===== src/rtl/tmr_pkg.sv =====
package tmr_pkg;

  typedef enum logic [1:0] {
    MODE_TIMER   = 2'b00,
    MODE_GATED   = 2'b01,
    MODE_COUNTER = 2'b10,
    MODE_HOLD    = 2'b11
  } coreMode_e;

  // bit layout of the core configuration word: [5:4] edge, [3:2] mode, [1] down, [0] run
  typedef struct packed {
    logic [1:0] edgeSel;
    coreMode_e  mode;
    logic       down;
    logic       run;
  } coreCfg_t;

  // bit layout of the auxiliary configuration word: [4:2] source select, [1] down, [0] run
  typedef struct packed {
    logic [2:0] sel;
    logic       down;
    logic       run;
  } auxCfg_t;

  // strobes from control to datapath
  typedef struct packed {
    logic coreStep;
    logic auxPinStep;
  } tmrStrobe_t;

  localparam logic [1:0] ADDR_CORE_CNT = 2'd0;
  localparam logic [1:0] ADDR_AUX_CNT  = 2'd1;
  localparam logic [1:0] ADDR_CORE_CFG = 2'd2;
  localparam logic [1:0] ADDR_AUX_CFG  = 2'd3;

  localparam int LATCH_BIT      = 6;
  localparam int LATCH_LOAD_BIT = 7;

endpackage


===== src/rtl/tmr_pin_sampler.sv =====
module tmr_pin_sampler (
  input  logic clk,
  input  logic rstN,
  input  logic pin,
  input  logic sampleEn,
  output logic rise,
  output logic fall
);
  logic [1:0] syncQ;
  logic       smpQ;

  always_ff @(posedge clk) begin
    if (!rstN) begin
      syncQ <= '0;
      smpQ  <= 1'b0;
      rise  <= 1'b0;
      fall  <= 1'b0;
    end else begin
      syncQ <= {syncQ[0], pin};
      if (sampleEn) begin
        smpQ <= syncQ[1];
        rise <= syncQ[1] & ~smpQ;
        fall <= ~syncQ[1] & smpQ;
      end else begin
        rise <= 1'b0;
        fall <= 1'b0;
      end
    end
  end


  single_rise_chk: assert property (@(posedge clk) disable iff (!rstN) rise |=> !rise);

  single_fall_chk: assert property (@(posedge clk) disable iff (!rstN) fall |=> !fall);

endmodule


===== src/rtl/tmr_ctrl.sv =====
module tmr_ctrl
  import tmr_pkg::*;
#(
  parameter int PRESCALE   = 8,
  parameter int SAMPLE_DIV = 4
) (
  input  logic       clk,
  input  logic       rstN,
  input  logic       coreRun,
  input  coreMode_e  coreMode,
  input  logic [1:0] coreEdgeSel,
  input  logic       auxRun,
  input  logic [2:0] auxSel,
  input  logic       corePin,
  input  logic       auxPin,
  input  logic       gatePin,
  output tmrStrobe_t strobe
);
  localparam int PRE_W = (PRESCALE > 1) ? $clog2(PRESCALE) : 1;
  localparam int SMP_W = (SAMPLE_DIV > 1) ? $clog2(SAMPLE_DIV) : 1;
  localparam logic [PRE_W-1:0] PRE_LAST = PRE_W'(PRESCALE - 1);
  localparam logic [SMP_W-1:0] SMP_LAST = SMP_W'(SAMPLE_DIV - 1);

  logic [PRE_W-1:0] preCnt;
  logic [SMP_W-1:0] smpCnt;
  logic [1:0]       gateQ;
  logic             sampleEn;
  logic             tick;
  logic             coreRise, coreFall, auxRise, auxFall;
  logic             edgeHit;

  always_ff @(posedge clk) begin
    if (!rstN) begin
      preCnt <= '0;
      smpCnt <= '0;
      gateQ  <= '0;
    end else begin
      gateQ  <= {gateQ[0], gatePin};
      smpCnt <= (smpCnt == SMP_LAST) ? '0 : smpCnt + 1'b1;
      if (!coreRun || preCnt == PRE_LAST) preCnt <= '0;
      else                                preCnt <= preCnt + 1'b1;
    end
  end

  assign sampleEn = (smpCnt == SMP_LAST);
  assign tick     = coreRun && (preCnt == PRE_LAST);

  tmr_pin_sampler u_coreSmp (
    .clk(clk), .rstN(rstN), .pin(corePin), .sampleEn(sampleEn),
    .rise(coreRise), .fall(coreFall)
  );

  tmr_pin_sampler u_auxSmp (
    .clk(clk), .rstN(rstN), .pin(auxPin), .sampleEn(sampleEn),
    .rise(auxRise), .fall(auxFall)
  );

  assign edgeHit = (coreEdgeSel[0] & coreRise) | (coreEdgeSel[1] & coreFall);

  always_comb begin
    strobe = '0;
    if (coreRun) begin
      unique case (coreMode)
        MODE_TIMER:   strobe.coreStep = tick;
        MODE_GATED:   strobe.coreStep = tick & gateQ[1];
        MODE_COUNTER: strobe.coreStep = edgeHit;
        default:      strobe.coreStep = 1'b0;
      endcase
    end
    strobe.auxPinStep = auxRun && !auxSel[2] &&
                        ((auxSel[0] & auxRise) | (auxSel[1] & auxFall));
  end


  prescale_gap_chk: assert property (@(posedge clk) disable iff (!rstN)
    tick |=> !tick);

  gate_block_chk: assert property (@(posedge clk) disable iff (!rstN)
    (coreMode == MODE_GATED && !$past(gatePin, 2)) |-> !strobe.coreStep);

endmodule


===== src/rtl/tmr_datapath.sv =====
module tmr_datapath
  import tmr_pkg::*;
#(
  parameter int W = 16
) (
  input  logic         clk,
  input  logic         rstN,
  input  logic         wrEn,
  input  logic [1:0]   wrAddr,
  input  logic [W-1:0] wrData,
  input  logic [1:0]   rdAddr,
  input  tmrStrobe_t   strobe,
  output logic [W-1:0] rdData,
  output coreCfg_t     coreCfg,
  output auxCfg_t      auxCfg,
  output logic         toggleOut
);
  localparam int CORE_CFG_W = $bits(coreCfg_t);
  localparam int AUX_CFG_W  = $bits(auxCfg_t);
  localparam int CORE_PAD   = W - CORE_CFG_W - 1;
  localparam int AUX_PAD    = W - AUX_CFG_W;

  logic [W-1:0] coreCnt, auxCnt;
  logic         latchQ;
  logic         coreWr, auxWr, coreCfgWr, auxCfgWr, latchLoad;
  logic         coreAdv, coreWrap, latchRise, latchFall, auxLatchHit, auxAdv;

  assign coreWr    = wrEn && wrAddr == ADDR_CORE_CNT;
  assign auxWr     = wrEn && wrAddr == ADDR_AUX_CNT;
  assign coreCfgWr = wrEn && wrAddr == ADDR_CORE_CFG;
  assign auxCfgWr  = wrEn && wrAddr == ADDR_AUX_CFG;
  assign latchLoad = coreCfgWr && wrData[LATCH_LOAD_BIT];

  assign coreAdv   = strobe.coreStep && !coreWr;
  assign coreWrap  = coreAdv && (coreCfg.down ? (coreCnt == '0) : (coreCnt == '1));
  assign latchRise = coreWrap && !latchQ && !latchLoad;
  assign latchFall = coreWrap &&  latchQ && !latchLoad;

  assign auxLatchHit = auxCfg.sel[2] &&
                       ((auxCfg.sel[0] & latchRise) | (auxCfg.sel[1] & latchFall));
  assign auxAdv = auxCfg.run && (strobe.auxPinStep || auxLatchHit) && !auxWr;

  always_ff @(posedge clk) begin
    if (!rstN) begin
      coreCnt <= '0;
      auxCnt  <= '0;
      latchQ  <= 1'b0;
      coreCfg <= '0;
      auxCfg  <= '0;
    end else begin
      if (coreWr)       coreCnt <= wrData;
      else if (coreAdv) coreCnt <= coreCfg.down ? coreCnt - 1'b1 : coreCnt + 1'b1;

      if (auxWr)        auxCnt <= wrData;
      else if (auxAdv)  auxCnt <= auxCfg.down ? auxCnt - 1'b1 : auxCnt + 1'b1;

      if (latchLoad)     latchQ <= wrData[LATCH_BIT];
      else if (coreWrap) latchQ <= ~latchQ;

      if (coreCfgWr) coreCfg <= coreCfg_t'(wrData[CORE_CFG_W-1:0]);
      if (auxCfgWr)  auxCfg  <= auxCfg_t'(wrData[AUX_CFG_W-1:0]);
    end
  end

  assign toggleOut = latchQ;

  always_comb begin
    unique case (rdAddr)
      ADDR_CORE_CNT: rdData = coreCnt;
      ADDR_AUX_CNT:  rdData = auxCnt;
      ADDR_CORE_CFG: rdData = {{CORE_PAD{1'b0}}, latchQ, coreCfg};
      default:       rdData = {{AUX_PAD{1'b0}}, auxCfg};
    endcase
  end


  core_overflow_chk: assert property (@(posedge clk) disable iff (!rstN)
    (strobe.coreStep && !coreWr && !coreCfg.down && coreCnt == '1) |=> coreCnt == '0);

  core_underflow_chk: assert property (@(posedge clk) disable iff (!rstN)
    (strobe.coreStep && !coreWr && coreCfg.down && coreCnt == '0) |=> coreCnt == '1);

  latch_toggle_chk: assert property (@(posedge clk) disable iff (!rstN)
    (coreWrap && !coreCfgWr) |=> toggleOut != $past(toggleOut));

  core_wr_prio_chk: assert property (@(posedge clk) disable iff (!rstN)
    coreWr |=> coreCnt == $past(wrData));

  latch_load_quiet_chk: assert property (@(posedge clk) disable iff (!rstN)
    (latchLoad && auxCfg.sel[2] && !auxWr) |=> $stable(auxCnt));

endmodule


===== src/rtl/tmr_cascade.sv =====
module tmr_cascade
  import tmr_pkg::*;
#(
  parameter int W          = 16,
  parameter int PRESCALE   = 8,
  parameter int SAMPLE_DIV = 4
) (
  input  logic         clk,
  input  logic         rstN,
  input  logic         wrEn,
  input  logic [1:0]   wrAddr,
  input  logic [W-1:0] wrData,
  input  logic [1:0]   rdAddr,
  output logic [W-1:0] rdData,
  input  logic         corePin,
  input  logic         auxPin,
  input  logic         gatePin,
  output logic         toggleOut
);
  tmrStrobe_t strobe;
  coreCfg_t   coreCfg;
  auxCfg_t    auxCfg;

  tmr_ctrl #(.PRESCALE(PRESCALE), .SAMPLE_DIV(SAMPLE_DIV)) u_ctrl (
    .clk(clk), .rstN(rstN),
    .coreRun(coreCfg.run), .coreMode(coreCfg.mode), .coreEdgeSel(coreCfg.edgeSel),
    .auxRun(auxCfg.run), .auxSel(auxCfg.sel),
    .corePin(corePin), .auxPin(auxPin), .gatePin(gatePin),
    .strobe(strobe)
  );

  tmr_datapath #(.W(W)) u_dp (
    .clk(clk), .rstN(rstN),
    .wrEn(wrEn), .wrAddr(wrAddr), .wrData(wrData), .rdAddr(rdAddr),
    .strobe(strobe), .rdData(rdData),
    .coreCfg(coreCfg), .auxCfg(auxCfg), .toggleOut(toggleOut)
  );

endmodule


===== config.mk =====
export PLATFORM = sky130hd
export DESIGN_NAME = tmr_cascade
export DESIGN_NICKNAME = d
export VERILOG_FILES = /design/src/rtl/tmr_pkg.sv /design/src/rtl/tmr_pin_sampler.sv /design/src/rtl/tmr_ctrl.sv /design/src/rtl/tmr_datapath.sv /design/src/rtl/tmr_cascade.sv
export SDC_FILE = /design/constraint.sdc
export NUM_CORES = 1
export LEC_CHECK = 0
export BUFFER_PORTS_ARGS = -buffer_cell sky130_fd_sc_hd__buf_4
export CAP_MARGIN = 5
export CORE_MARGIN = 8
export CORE_UTILIZATION = 65
export DETAILED_ROUTE_END_ITERATION = 10
export GPL_TIMING_DRIVEN = 0
export MAX_ROUTING_LAYER = met4
export PLACE_DENSITY = 0.85
export SKIP_LAST_GASP = 1
export SYNTH_ARGS = -nofsm -noshare
export SYNTH_HDL_FRONTEND = slang
export SYNTH_SLANG_ARGS = --single-unit

===== constraint.sdc =====
create_clock -name clk -period 4.5 [get_ports clk]
set_input_delay 0.225 -clock clk [delete_from_list [all_inputs] [get_ports clk]]
set_output_delay 0.225 -clock clk [all_outputs]
set_load 0.05 [all_outputs]

==> impl_summary.md <==
Outcome
The flow ran to the end, and the final reports show no timing, DRC or antenna violations.

Routing
The total DRC errors in the routed layout is 0. The routed length per instance is 19.48 um. The routed layout has 4244 vias.

The first routing iteration left 396 violations. The first-pass iteration count of the detailed router is 4. The number of nets with antenna violations after routing is 0.

The aggregate routed wire length is 12.56 mm. In the routed layout, each cell is associated on average with a via count of 6.580.

Floorplan
The overall die area is 9507 um^2. From bottom edge to top edge, the die measures 97.51 um. The number of ports placed on the die boundary is 43. The effective utilization at floorplan is 0.6761. The site row count is 29. The region available for standard cell placement spans 6386 um^2.

From left edge to right edge, the die measures 97.51 um.

Synth
Among all flip-flop cells after synthesis, the most frequent one is sky130_fd_sc_hd__dfxtp_1. The post-synthesis cell type count is 60. The synthesized design contains 61 register bits. Yosys mapped a number of flops with a built-in enable equal to 0. The register area share after synthesis is 0.2828.

The total nets after synthesis is 572. In the synthesized netlist, the number of instances is 513. The synthesized area is 4318 um^2. The synthesized area per cell is 8.417 um^2. The cell type contributing the most total cell area after synthesis is sky130_fd_sc_hd__dfxtp_1. The area share of the largest cell type after synthesis is 0.2828. Yosys attributes the largest share of cell area to sky130_fd_sc_hd__dfxtp_1, sky130_fd_sc_hd__ha_1, sky130_fd_sc_hd__mux2i_1, sky130_fd_sc_hd__nor2_1, sky130_fd_sc_hd__a21oi_1. Of all flip-flops after synthesis, the portion carrying an async set or reset was 0.

The warning count from the yosys run is 0.

Clock network
The clock insertion delay at the later pin of the skew report is 0.35 ns. The number of hold-repair buffers added at the cts stage is 0. The H-tree depth reported by CTS is 3. Clock-pin slew was measured on the worst setup and hold paths at 0.08 ns. In this run the post-CTS setup repair buffer count came out at 0.

The clock passes through at most 2 buffers. Buffers inserted during clock tree synthesis total 9. The clock net in this run drives a total of 61 sinks. The root buffer selected by CTS is sky130_fd_sc_hd__clkbuf_8. The CTS tree is built.

The number of gates given a new drive strength after cts is 0.

Finish
The antenna diode instance count is 0. Measured on the finished design, the core utilization comes to 0.7663. The proportion of layout cells with a drive suffix above 1 is 0.1250.

The final net count is 622. The most common cell after layout, fill and taps aside is sky130_fd_sc_hd__nor2_1. The filler cells instantiated in the layout total 504. From synthesis to final layout, the design area changed by 13.33%.

In the layout the commonest cells are sky130_fd_sc_hd__nor2_1, sky130_fd_sc_hd__dfxtp_1, sky130_fd_sc_hd__nand2_1, sky130_fd_sc_hd__buf_4, sky130_fd_sc_hd__mux2i_1. In the final layout, the multi-input gates occupy 2939 um^2. Registers take 1221 um^2.

GRT
Entering global routing, the biggest net connects 21 pins. The first global-routing pass estimated 20.26 mm of wire. The number of antenna violations at the first check in global routing came to 0.

In the global route stage, overall resource usage came out at 0.2642. The global route total overflow is 0. The number of global-route vias before repair is 4205.

Critical path
The worst setup path is launched from a flip-flop. Of all nets on the critical path, the largest fanout is 19. The setup check on the worst reg-to-reg path leaves a slack of 1.27 ns. By startpoint and endpoint, the worst setup path is classified as reg -> reg. For the worst setup path, the data arrival time is 3.47 ns. STA classifies the critical path endpoint as a flip-flop.

The required time at the endpoint of the critical path is 4.74 ns.

Placement
Routability-driven placement finished with a final weighted congestion of 0.9984. Detailed placement finished with a half-perimeter wire length of 9.481 mm. The number of input and output port buffers inserted is 39.

Flow run
The number of maximum-capacitance constraint violations is 0.

STA
The final critical delay including setup and external delays is 3.228 ns. The final hold violation count is 0. Setup repair after global routing left no endpoint under its margin. Summed over all failing endpoints, the final setup total negative slack is 0 ns.

The final count of pins violating max slew is 0. The maximum clock frequency is 309.8 MHz. Headroom to the max-slew limit came out at 0.4216.

The clock arrives with 0.01467 ns of skew. The final-report setup violation count is 0. The portion of the clock cycle consumed by the worst path in the final layout is 0.7174. The slew at the pin with the worst max-slew slack is 0.8664 ns.

Power
IR analysis of the VDD net gives a maximum drop of 0.2691 mV. The cell leakage power is 2.147 nW. Power spread over the standard cell area amounts to 264.3 nW/um^2.

Hold path
The min-delay analysis places its worst path in the category in -> reg.
## Yosys cell counts (all sizes together) (4+ instances only)
cell type and instances:
nor2 62, dfxtp 61, nand2 40, mux2i 33, o21ai 33, a21oi 32
ha 31, clkbuf 19, nor3 17, a211oi 15, inv 13, xnor2 11
and2 9, a21o 8, o21a 8, nor2b 7, a311oi 6, nand3 6
nand3b 6, nor3b 6, o21bai 6, xor2 6, a2111oi 5, buf 5
mux4 5, nand2b 5, nand4 5, nor4 5, and3 4, o211ai 4
## where the power goes
| group | switching, mW | internal [mW] | total [mW] | leakage [nW] |
|---|---|---|---|---|
| registers | 0.0306 | 0.564 | 0.595 | 0.498 |
| logic | 0.133 | 0.0922 | 0.225 | 1.56 |
| clock network | 0.262 | 0.211 | 0.473 | 0.0927 |
| total | 0.426 | 0.867 | 1.29 | 2.15 |
## kinds of logic after synthesis
kind of cell | after synthesis | synth area share
simple gates | 183 | 0.2104
compound gates | 144 | 0.2341
flops | 61 | 0.2828
mux | 38 | 0.1026
buf+inv | 37 | 0.03651
fa+ha+maj | 33 | 0.09910
xor+xnor | 17 | 0.03448
## worst max-delay path, cell delays in order, from the launching register on
cell and delay [ns]:
sky130_fd_sc_hd__dfxtp_1 0.85, sky130_fd_sc_hd__inv_1 0.25, sky130_fd_sc_hd__fa_1 0.54, sky130_fd_sc_hd__nor2b_4 0.16
sky130_fd_sc_hd__o31a_1 0.20, sky130_fd_sc_hd__o221a_1 0.33, sky130_fd_sc_hd__a2111oi_4 0.13, sky130_fd_sc_hd__o211a_1 0.24
sky130_fd_sc_hd__nor3_1 0.29, sky130_fd_sc_hd__o311ai_2 0.13
## state kept, by name, summed over array words and instances, names as in the netlist, 2 cells and up
signal,count
u_ctrl.preCnt,3
u_ctrl.u_auxSmp.syncQ,2
u_dp.auxCfg,5
u_dp.coreCfg,6
u_ctrl.smpCnt,2
u_dp.coreCnt,16
u_ctrl.u_coreSmp.syncQ,2
u_ctrl.gateQ,2
u_dp.auxCnt,16
## per-stage QoR
stage | total power, mW | cell area, um^2 | cells | worst slack (ns) | hold slack [ns]
final | 1.293 | 4893 | 645 | 1.272 | 0.07340
after global routing | 1.332 | 4893 | 645 | 0.9835 | 0.07252
after CTS | 1.283 | 4893 | 645 | 1.315 | 0.07493
after detailed placement | 0.8267 | 4707 | 629 | 1.324 | 0.4226
after global placement | 0.8182 | 4707 | 629 | 1.397 | 0.4140
after floorplan | 0.7507 | 4318 | 513 | 1.899 | 0.3523
## worst paths after layout
kind / startpoint / end / cells after the start
min reg2reg: u_ctrl.preCnt[0] / u_ctrl.preCnt[0] / 1
max: u_dp.auxCfg[1] / u_dp.auxCnt[14] / 9
max reg2reg: u_dp.auxCfg[1] / u_dp.auxCnt[14] / 9
min: gatePin / u_ctrl.gateQ[0] / 2
## layout make-up
class | count | area share
Buffer | 24 | 0.02224
Clock buffer | 9 | 0.02531
Clock inverter | 7 | 0.01278
Inverter | 13 | 0.009972
Multi-Input combinational cell | 415 | 0.6006
Sequential cell | 61 | 0.2496
Tap cell | 77 | 0.01969
Timing Repair Buffer | 39 | 0.05983
## layer usage
metal	routed length, um	track usage	vias to the layer above
li1	-	-	2010
met1	5431	0.3126	2008
met2	5940	0.4413	191
met3	924	0.05192	35
met4	267	0.07925	0
met5	0	-	-
Note: power is estimated with default switching activity, not from simulation.
